<file path="src/rtl/rfp_pkg.sv">
package rfp_pkg;

    localparam int RF_DEPTH = 32;
    localparam int RF_WIDTH = 8;
    localparam int RF_NPAIR = 3;

    typedef enum logic [1:0] {
        PSEL_X   = 2'd0,
        PSEL_Y   = 2'd1,
        PSEL_Z   = 2'd2,
        PSEL_RSV = 2'd3
    } ptr_sel_e;

endpackage

</file>
<file path="src/rtl/rfp_rd_port.sv">
module rfp_rd_port #(
    parameter int NREGS = 32,
    parameter int W     = 8,
    localparam int AW   = $clog2(NREGS)
) (
    input  logic [NREGS-1:0][W-1:0] regs,
    input  logic [AW-1:0]           addr,
    output logic [W-1:0]            data
);

    // plain combinational mux of the current contents, no bypass
    always_comb begin
        data = regs[addr];
    end

endmodule

</file>
<file path="src/rtl/rfp_ptr_view.sv">
module rfp_ptr_view #(
    parameter int W     = 8,
    parameter int NPAIR = 3,
    localparam int NUP  = 2 * NPAIR
) (
    input  logic [NUP-1:0][W-1:0] upper,
    input  rfp_pkg::ptr_sel_e     sel,
    output logic [2*W-1:0]        ptr
);
    import rfp_pkg::*;

    always_comb begin
        unique case (sel)
            PSEL_X:  ptr = {upper[1], upper[0]};
            PSEL_Y:  ptr = {upper[3], upper[2]};
            PSEL_Z:  ptr = {upper[5], upper[4]};
            default: ptr = '0;
        endcase
    end

endmodule

</file>
<file path="src/rtl/rfp_wr_steer.sv">
module rfp_wr_steer #(
    parameter int NREGS = 32,
    parameter int W     = 8,
    parameter int NPAIR = 3,
    localparam int AW   = $clog2(NREGS),
    localparam int PBASE = NREGS - 2 * NPAIR
) (
    input  logic                    wr_en,
    input  logic [AW-1:0]           wr_addr,
    input  logic [W-1:0]            wr_data,
    input  logic                    ptr_wr_en,
    input  rfp_pkg::ptr_sel_e       ptr_sel,
    input  logic [2*W-1:0]          ptr_wr_data,
    output logic [NREGS-1:0]        wr_mask,
    output logic [NREGS-1:0][W-1:0] wr_val
);
    import rfp_pkg::*;

    logic ptr_valid;
    logic [AW-1:0] pair_lo;

    always_comb begin
        ptr_valid = ptr_wr_en && (ptr_sel != PSEL_RSV);
        pair_lo   = AW'(PBASE) + {{(AW-2){1'b0}}, ptr_sel[0], 1'b0}
                  + {{(AW-3){1'b0}}, ptr_sel[1], 2'b00};
    end

    for (genvar gi = 0; gi < NREGS; gi++) begin : g_reg
        localparam logic [AW-1:0] IDX = AW'(gi);
        logic byte_hit;
        logic ptr_hit;

        always_comb begin
            byte_hit = wr_en && (wr_addr == IDX);
            ptr_hit  = ptr_valid && (IDX[AW-1:1] == pair_lo[AW-1:1]);
            wr_mask[gi] = byte_hit || ptr_hit;
            if (byte_hit) begin
                wr_val[gi] = wr_data;
            end else if (IDX[0]) begin
                wr_val[gi] = ptr_wr_data[2*W-1:W];
            end else begin
                wr_val[gi] = ptr_wr_data[W-1:0];
            end
        end
    end

endmodule

</file>
<file path="src/rtl/rfp_regfile.sv">
module rfp_regfile #(
    parameter int NREGS = rfp_pkg::RF_DEPTH,
    parameter int W     = rfp_pkg::RF_WIDTH,
    parameter int NPAIR = rfp_pkg::RF_NPAIR,
    localparam int AW   = $clog2(NREGS),
    localparam int PBASE = NREGS - 2 * NPAIR
) (
    input  logic           clk,
    input  logic           rst,
    input  logic [AW-1:0]  rd_addr_a,
    output logic [W-1:0]   rd_data_a,
    input  logic [AW-1:0]  rd_addr_b,
    output logic [W-1:0]   rd_data_b,
    input  logic           wr_en,
    input  logic [AW-1:0]  wr_addr,
    input  logic [W-1:0]   wr_data,
    input  logic [1:0]     ptr_sel,
    output logic [2*W-1:0] ptr_rd_data,
    input  logic           ptr_wr_en,
    input  logic [2*W-1:0] ptr_wr_data
);
    import rfp_pkg::*;

    localparam int NRD = 2;

    typedef struct packed {
        logic [NREGS-1:0][W-1:0] regs;
    } rf_state_t;

    rf_state_t state_d;
    rf_state_t state_q;

    ptr_sel_e                ptr_sel_e_w;
    logic [NREGS-1:0]        wr_mask;
    logic [NREGS-1:0][W-1:0] wr_val;
    logic [NRD-1:0][AW-1:0]  rd_addr_v;
    logic [NRD-1:0][W-1:0]   rd_data_v;

    assign ptr_sel_e_w = ptr_sel_e'(ptr_sel);

    rfp_wr_steer #(.NREGS(NREGS), .W(W), .NPAIR(NPAIR)) u_steer (
        .wr_en       (wr_en),
        .wr_addr     (wr_addr),
        .wr_data     (wr_data),
        .ptr_wr_en   (ptr_wr_en),
        .ptr_sel     (ptr_sel_e_w),
        .ptr_wr_data (ptr_wr_data),
        .wr_mask     (wr_mask),
        .wr_val      (wr_val)
    );

    always_comb begin
        state_d = state_q;
        for (int i = 0; i < NREGS; i++) begin
            if (wr_mask[i]) begin
                state_d.regs[i] = wr_val[i];
            end
        end
        if (rst) begin
            state_d.regs = '0;
        end
    end

    always_ff @(posedge clk) begin
        state_q <= state_d;
    end

    assign rd_addr_v[0] = rd_addr_a;
    assign rd_addr_v[1] = rd_addr_b;

    for (genvar gp = 0; gp < NRD; gp++) begin : g_rd
        rfp_rd_port #(.NREGS(NREGS), .W(W)) u_rd (
            .regs (state_q.regs),
            .addr (rd_addr_v[gp]),
            .data (rd_data_v[gp])
        );
    end

    assign rd_data_a = rd_data_v[0];
    assign rd_data_b = rd_data_v[1];

    rfp_ptr_view #(.W(W), .NPAIR(NPAIR)) u_view (
        .upper (state_q.regs[NREGS-1:PBASE]),
        .sel   (ptr_sel_e_w),
        .ptr   (ptr_rd_data)
    );

    // ---------------- assertions ----------------
    logic [AW-1:0] chk_lo;
    logic [AW-1:0] chk_hi;
    logic          chk_ptr_ok;
    logic          chk_clash;

    always_comb begin
        chk_lo     = AW'(PBASE + 2 * int'(ptr_sel));
        chk_hi     = chk_lo + AW'(1);
        chk_ptr_ok = ptr_wr_en && (ptr_sel != 2'd3);
        chk_clash  = wr_en && ((wr_addr == chk_lo) || (wr_addr == chk_hi));
    end


    reset_clears_chk: assert property (@(posedge clk)
        rst |=> (state_q.regs == '0));


    byte_write_lands_chk: assert property (@(posedge clk) disable iff (rst)
        wr_en |=> (state_q.regs[$past(wr_addr)] == $past(wr_data)));


    pair_write_lands_chk: assert property (@(posedge clk) disable iff (rst)
        (chk_ptr_ok && !chk_clash) |=>
        ({state_q.regs[$past(chk_hi)], state_q.regs[$past(chk_lo)]} == $past(ptr_wr_data)));


    reserved_sel_idle_chk: assert property (@(posedge clk) disable iff (rst)
        (ptr_wr_en && (ptr_sel == 2'd3) && !wr_en) |=> $stable(state_q.regs));


    clash_other_half_chk: assert property (@(posedge clk) disable iff (rst)
        (chk_ptr_ok && chk_clash) |=>
        (state_q.regs[$past(wr_addr) ^ AW'(1)] ==
         ($past(wr_addr[0]) ? $past(ptr_wr_data[W-1:0]) : $past(ptr_wr_data[2*W-1:W]))));

endmodule

</file>
<file path="config.mk">
export PLATFORM = sky130hd
export DESIGN_NAME = rfp_regfile
export DESIGN_NICKNAME = d
export VERILOG_FILES = /design/src/rtl/rfp_pkg.sv /design/src/rtl/rfp_rd_port.sv /design/src/rtl/rfp_ptr_view.sv /design/src/rtl/rfp_wr_steer.sv /design/src/rtl/rfp_regfile.sv
export SDC_FILE = /design/constraint.sdc
export NUM_CORES = 1
export LEC_CHECK = 0
export BUFFER_PORTS_ARGS = -buffer_cell sky130_fd_sc_hd__buf_2
export CORE_ASPECT_RATIO = 0.75
export CORE_MARGIN = 10
export CORE_UTILIZATION = 62
export CTS_BUF_LIST = sky130_fd_sc_hd__clkbuf_16
export DETAILED_ROUTE_END_ITERATION = 10
export HOLD_SLACK_MARGIN = 0.15
export PLACE_DENSITY_LB_ADDON = 0.25
export SETUP_SLACK_MARGIN = 0.3
export SLEW_MARGIN = 10
export SYNTH_ARGS = -nofsm -noshare
export SYNTH_HDL_FRONTEND = slang
export SYNTH_SLANG_ARGS = --single-unit
</file>
<file path="constraint.sdc">
create_clock -name clk -period 2.62 [get_ports clk]
set_input_delay 0.262 -clock clk [delete_from_list [all_inputs] [get_ports clk]]
set_output_delay 0.262 -clock clk [all_outputs]
set_load 0.1 [all_outputs]
</file>
======== After elaboration in Yosys (flattened, before gate mapping) ========
Index checks and enable logic that the tools add are counted.
word-level totals
  flip-flop bits (word level) ............. 256
  bits of input ports ..................... 45
  output and inout port bits .............. 32
cells by class
  add/sub/neg operators ................... 2
  $lt $le $gt $ge ......................... 2
  equal/unequal tests ..................... 49
  muxes and demuxes ....................... 37
  reductions and logical operators ........ 84
operator list
  operator             number
  $mux 8               34
  $bmux 8 s5           2
  $eq 5x5->1 const B   16
  $logic_and 1x1->1    49
  $pmux 16 s3          1
  $eq 5x4->1 const B   8
  $eq 4x4->1 const A   8
  $logic_or 1x1->1     32
  $eq 5x3->1 const B   4
  $eq 3x4->1 const A   4
  $lt 5x6->1 const B   2
  $eq 5x2->1 const B   2
  $eq 2x4->1 const A   2
  $add 4x3->5 const A  1
  $add 5x3->5          1
  $eq 5x1->1 const B   1
  $logic_not 5->1      1
  $eq 1x4->1 const A   1
  $logic_not 4->1      1
  $eq 2x1->1 const B   1
  $eq 2x2->1 const B   1
  $logic_not 2->1      1
  $ne 2x2->1 const B   1

======== Logic depth before layout (Yosys ltp) ========
  depth after elaboration ................. 5
  mapped depth ............................ 6
  mapped depth without buffers ............ 3

======== By module ========
From an unflattened synthesis, not the netlist that was laid out.
unflattened totals
  cell total of the unflattened synthesis .. 1467
  area, all modules ....................... 17148.9 sq um
modules (own cells, without submodules)
  module        times used  cells each  area each (sq um)  sequential area each (sq um)
  rfp_regfile   1           828         9047.4             5124.9
  rfp_rd_port   2           107         1994.4             0.0
  rfp_wr_steer  1           386         3731.1             0.0
  rfp_ptr_view  1           39          381.6              0.0

======== Least setup slack after synthesis ========
No wires, ideal clock.
  path kind ............................... input port to output port
  from .................................... input port ptr_sel[1]
  to ...................................... output port ptr_rd_data[10]
  arrival ................................. 3.197 ns
  data required time ...................... 2.358 ns
  setup slack ............................. -0.839 ns
  stages on the path ...................... 4
  path through ............................ buf_2 > buf_1 > mux2i_1 > o21ai_0
between the ends
  cells in the longest elaborated chain, start to end .. 2
ends and longest elaborated chain
  item                                      line                source
  start, declared                           rfp_regfile.sv:17   input logic [1:0] ptr_sel,
  $eq 2x2->1, or another cell as far along  rfp_ptr_view.sv:13  unique case (sel)
  $pmux 16 s3 (*)                           rfp_ptr_view.sv:13
  end, declared                             rfp_regfile.sv:18   output logic [2*W-1:0] ptr_rd_data,
Every way passes the cells marked *; elsewhere a longest branch is shown, timed or not.

======== Worst setup path in the final report ========
  from .................................... register state_q[0] in the netlist's numbering
  to ...................................... output port rd_data_a[0]
between the ends
  cells in the longest elaborated chain, start to end .. 2
ends and longest elaborated chain
  item                          line               source
  start, declared               rfp_regfile.sv:31  rf_state_t state_q;
  start signal, assigned        rfp_regfile.sv:65  state_q <= state_d;
  $bmux 8 s5                    rfp_rd_port.sv:13  data = regs[addr];
  $mux 8 (not written as such)  rfp_rd_port.sv:13
  end, declared                 rfp_regfile.sv:11  output logic [W-1:0] rd_data_a,
No other way between the ends. The select of a mux whose other input is x is not followed.

==> qor.json <==
{
  "slew_headroom": {"value": 0.3992},
  "postSynthCellCount": {"value": 1515},
  "hold_path_startpoint": {"value": "rst"},
  "hold-worst-slack": {"value": 198.5, "unit": "ps"},
  "slowest_stage": {"value": "sky130_fd_sc_hd__mux4_2"},
  "p_leak": {"value": 5.564, "unit": "nW"},
  "end_kind": {"value": "output pin"},
  "critical_path.max_stage_delay": {"value": 550, "unit": "ps"},
  "cts_tree": {"value": "built"},
  "via_per_inst": {"value": 7.706},
  "dieHeight": {"value": 152.8, "unit": "um"},
  "cp_data_arrival_time": {"value": 2480, "unit": "ps"},
  "placed_area": {"value": 15570, "unit": "um^2"},
  "reg_power_frac": {"value": 0.453},
  "regToRegEndpoint": {"value": "state_q[231]"},
  "wire_per_inst": {"value": 29.07, "unit": "um"},
  "layout_commonest_cell": {"value": "sky130_fd_sc_hd__nand3_1"},
  "drv_slew": {"value": 0},
  "cts_buffer_depth": {"value": 3},
  "synth_area_per_cell": {"value": 9.616, "unit": "um^2"},
  "grt_remaining_overflow": {"value": 0},
  "largest_register_ffs": {"value": 256},
  "unrepaired_setup_endpoints_after_global_routing": {"value": "true"},
  "synthToLayoutAreaGrowth": {"value": 15.91, "unit": "%"},
  "hold_viol": {"value": 0},
  "switching_share_of_power": {"value": 0.2837},
  "tritoncts_num_sinks": {"value": 256},
  "holdPathStages": {"value": 2},
  "post_synthesis_net_count": {"value": 1560},
  "worst_path_dominant_cell_family": {"value": "multiplexers"},
  "drc": {"value": 0},
  "total_switching_power": {"value": 2.514, "unit": "mW"},
  "holdCritPathClass": {"value": "input port to flop"},
  "buf_inv_stages_crit_path": {"value": 1},
  "worstMarginPinSlew": {"value": 898.5, "unit": "ps"},
  "full_die_area": {"value": 30090, "unit": "um^2"},
  "postRouteWirelength": {"value": 53220, "unit": "um"},
  "globalRouteTotalUtil": {"value": 0.3439},
  "floorplan.core_area": {"value": 23060, "unit": "um^2"},
  "h-tree-depth": {"value": 1},
  "registers.top_by_ff_count": {"value": "state_q"},
  "layout.core_utilization": {"value": 0.7322},
  "grt_start_max_net_pins": {"value": 78},
  "period_share": {"value": 1.046},
  "max_cap_viol_count": {"value": 0},
  "starting_density_of_the_core": {"value": 0.6317},
  "drt-initial-drc-count": {"value": 2615},
  "layout.cells.most_common_list": {"value": "sky130_fd_sc_hd__nand3_1, sky130_fd_sc_hd__a21oi_1, sky130_fd_sc_hd__o21ai_0"},
  "regToRegStartpoint": {"value": "state_q[231]"},
  "post_route_setup_tns": {"value": -256.9, "unit": "ps"},
  "timing.reg2reg.worst_path_depth": {"value": 2},
  "worstPathCellList": {"value": "mux4_2, mux4_2, mux2_4, buf_12"},
  "grt_first_pass_wirelength": {"value": 82020, "unit": "um"},
  "timing_worst_setup_path_type": {"value": "flop to output pin"},
  "layout.cell_area.non_filler": {"value": 16880, "unit": "um^2"},
  "antenna_violating_nets_post_route": {"value": 0},
  "vdd_ir_drop_max": {"value": 536.7, "unit": "uV"},
  "synth_area": {"value": 14570, "unit": "um^2"},
  "layout_min_cycle_time": {"value": 2740, "unit": "ps"},
  "outcome": {"value": "complete, but fails checks"},
  "die_width": {"value": 197, "unit": "um"},
  "share_comb_of_total_power": {"value": 0.145},
  "antenna_found_initial": {"value": 3},
  "timing.reg2reg.setup_slack": {"value": 1720, "unit": "ps"},
  "layout.filler_cells": {"value": 1596},
  "yosys_warnings": {"value": 0},
  "max_freq": {"value": 364.9, "unit": "MHz"},
  "clkPwrFrac": {"value": 0.402},
  "synth_seq_area_share": {"value": 0.3518},
  "internal-power": {"value": 6.346, "unit": "mW"},
  "cts.clk_slew.worst_paths": {"value": 70, "unit": "ps"},
  "yosysUniqueCellTypes": {"value": 32},
  "post-route-worst-setup-slack": {"value": -120.5, "unit": "ps"},
  "clock_root_buffer": {"value": "sky130_fd_sc_hd__clkbuf_16"},
  "drive_above_1_share": {"value": 0.2922},
  "core.rowCount": {"value": 48},
  "dp_hpwl": {"value": 33790, "unit": "um"},
  "final_count_of_negative_setup_slack_endpoints": {"value": 7},
  "vias": {"value": 14110},
  "vias_in_the_first_global_route": {"value": 13640},
  "pwr_density_cell": {"value": 524.7, "unit": "nW/um^2"},
  "timing.critical_path.fanout_max": {"value": 3},
  "cts_made_buffers": {"value": 26},
  "fin_nets": {"value": 1556},
  "crit_path_start_kind": {"value": "flop"},
  "regs_by_ff_count": {"value": "state_q x256"},
  "clock_insertion_delay_worst_skew": {"value": 550, "unit": "ps"},
  "worst_clock_skew": {"value": 0, "unit": "ps"},
  "crit_required": {"value": 2360, "unit": "ps"},
  "io-pin-count": {"value": 77},
  "hold_path_end": {"value": "state_q[60]"},
  "timing.critical_path.mode_cell": {"value": "sky130_fd_sc_hd__mux4_2"},
  "flop_and_latch_count_out_of_synthesis": {"value": 256},
  "place.gp.congestion": {"value": 0.9588},
  "failed_checks": {"value": "negative setup slack"},
  "detailedRoute.firstPassIterationCount": {"value": 6},
  "port_buffers": {"value": 76}
}
[routing by layer]
layer | vias up | GRT usage | share of wire
li1 | 5792 | - | -
met1 | 6766 | 0.4593 | 0.36
met2 | 1344 | 0.5016 | 0.43
met3 | 204 | 0.1174 | 0.17
met4 | 4 | 0.1377 | 0.043
met5 | - | 0 | 0.00053
[worst register-to-register path: cells and delay by family, from the launching register on]
family          cells  cell delay, ps
compound gates      1             360
flops               1             360
simple gates        1              60
[cell families (layout without fill, tap and decap cells)]
logic type,count (synthesis),after routing,share of synthesized area
other,0,1,0
AND/OR/NAND/NOR,346,346,0.1224
buffers and inverters,209,224,0.05858
flip-flops,256,256,0.3518
AO/OA/AOI/OAI,480,480,0.1745
multiplexers,224,224,0.2927
[power groups by stage]
| stage | Combinational [mW] | Sequential (mW) | Clock [mW] |
|---|---|---|---|
| after floorplan | 0.789 | 4.06 | 0 |
| after global placement | 1.17 | 4.09 | 0 |
| after detailed placement | 1.19 | 4.09 | 0 |
| after CTS | 1.23 | 4.01 | 3.56 |
| after global routing | 1.32 | 4.01 | 3.71 |
| final | 1.29 | 4.01 | 3.56 |
[how the worst max path moves through the flow]
stage / start / endpoint / slack, ps / depth (start not counted)
floorplan: ptr_sel[1] / ptr_rd_data[10] / -90 / 4
global placement: rd_addr_a[1] / rd_data_a[0] / -8 / 6
detailed placement: rd_addr_b[1] / rd_data_b[7] / -50 / 6
CTS: state_q[40] / rd_data_a[0] / -60 / 4
global route: state_q[40] / rd_data_a[0] / -110 / 4
finish: state_q[0] / rd_data_a[0] / -120 / 4
[per-stage QoR]
stage	cells	setup WS [ps]	total power, mW
6_report	1831	-120.5	8.860
5_1_grt	1831	-109.3	9.047
4_1_cts	1829	-58.65	8.802
3_5_place_dp	1761	-46.26	5.279
3_3_place_gp	1761	-8.183	5.259
2_1_floorplan	1515	-89.34	4.853
[repair_timing]
item,in CTS,in global routing
setup buffers,5,1
cloned,0,0
hold endpoints to repair,45,0
gates resized for setup,106,10
hold buffers,16,0
endpoints found under the setup margin,16,16
[Yosys cell counts (all sizes together)]
library cell | count | area [um^2]
a211oi | 32 | 240.2
a21oi | 208 | 1041
a311oi | 16 | 140.1
and2 | 2 | 12.51
and4 | 1 | 8.760
and4b | 3 | 30.03
buf | 47 | 245.2
clkbuf | 162 | 608.1
dfxtp | 256 | 5125
mux2 | 16 | 180.2
mux2i | 48 | 480.5
mux4 | 160 | 3603
nand2 | 40 | 150.1
nand2b | 4 | 25.02
nand3 | 224 | 1121
nand3b | 2 | 15.01
nand4 | 1 | 6.260
nand4b | 3 | 26.28
nand4bb | 3 | 33.78
nor2 | 2 | 7.510
nor2b | 5 | 31.28
nor3 | 48 | 240.2
nor3b | 1 | 7.510
nor4b | 1 | 15.01
nor4bb | 3 | 30.03
o21ai | 224 | 1121
or2 | 2 | 12.51
or4b | 1 | 10.01
[cell type report]
| cell class | count | area, um^2 | share of cell area |
|---|---|---|---|
| multi-input cells | 1050 | 8757 | 0.5186 |
| flip-flops and latches | 256 | 5192 | 0.3075 |
| repair buffers | 177 | 1763 | 0.1044 |
| clock buffers | 27 | 675.6 | 0.04001 |
| well taps | 300 | 375.4 | 0.02223 |
| clock inverters | 20 | 118.9 | 0.007040 |
| diodes | 1 | 2.502 | 0.0001482 |
Note: power is estimated with default switching activity, not from simulation.
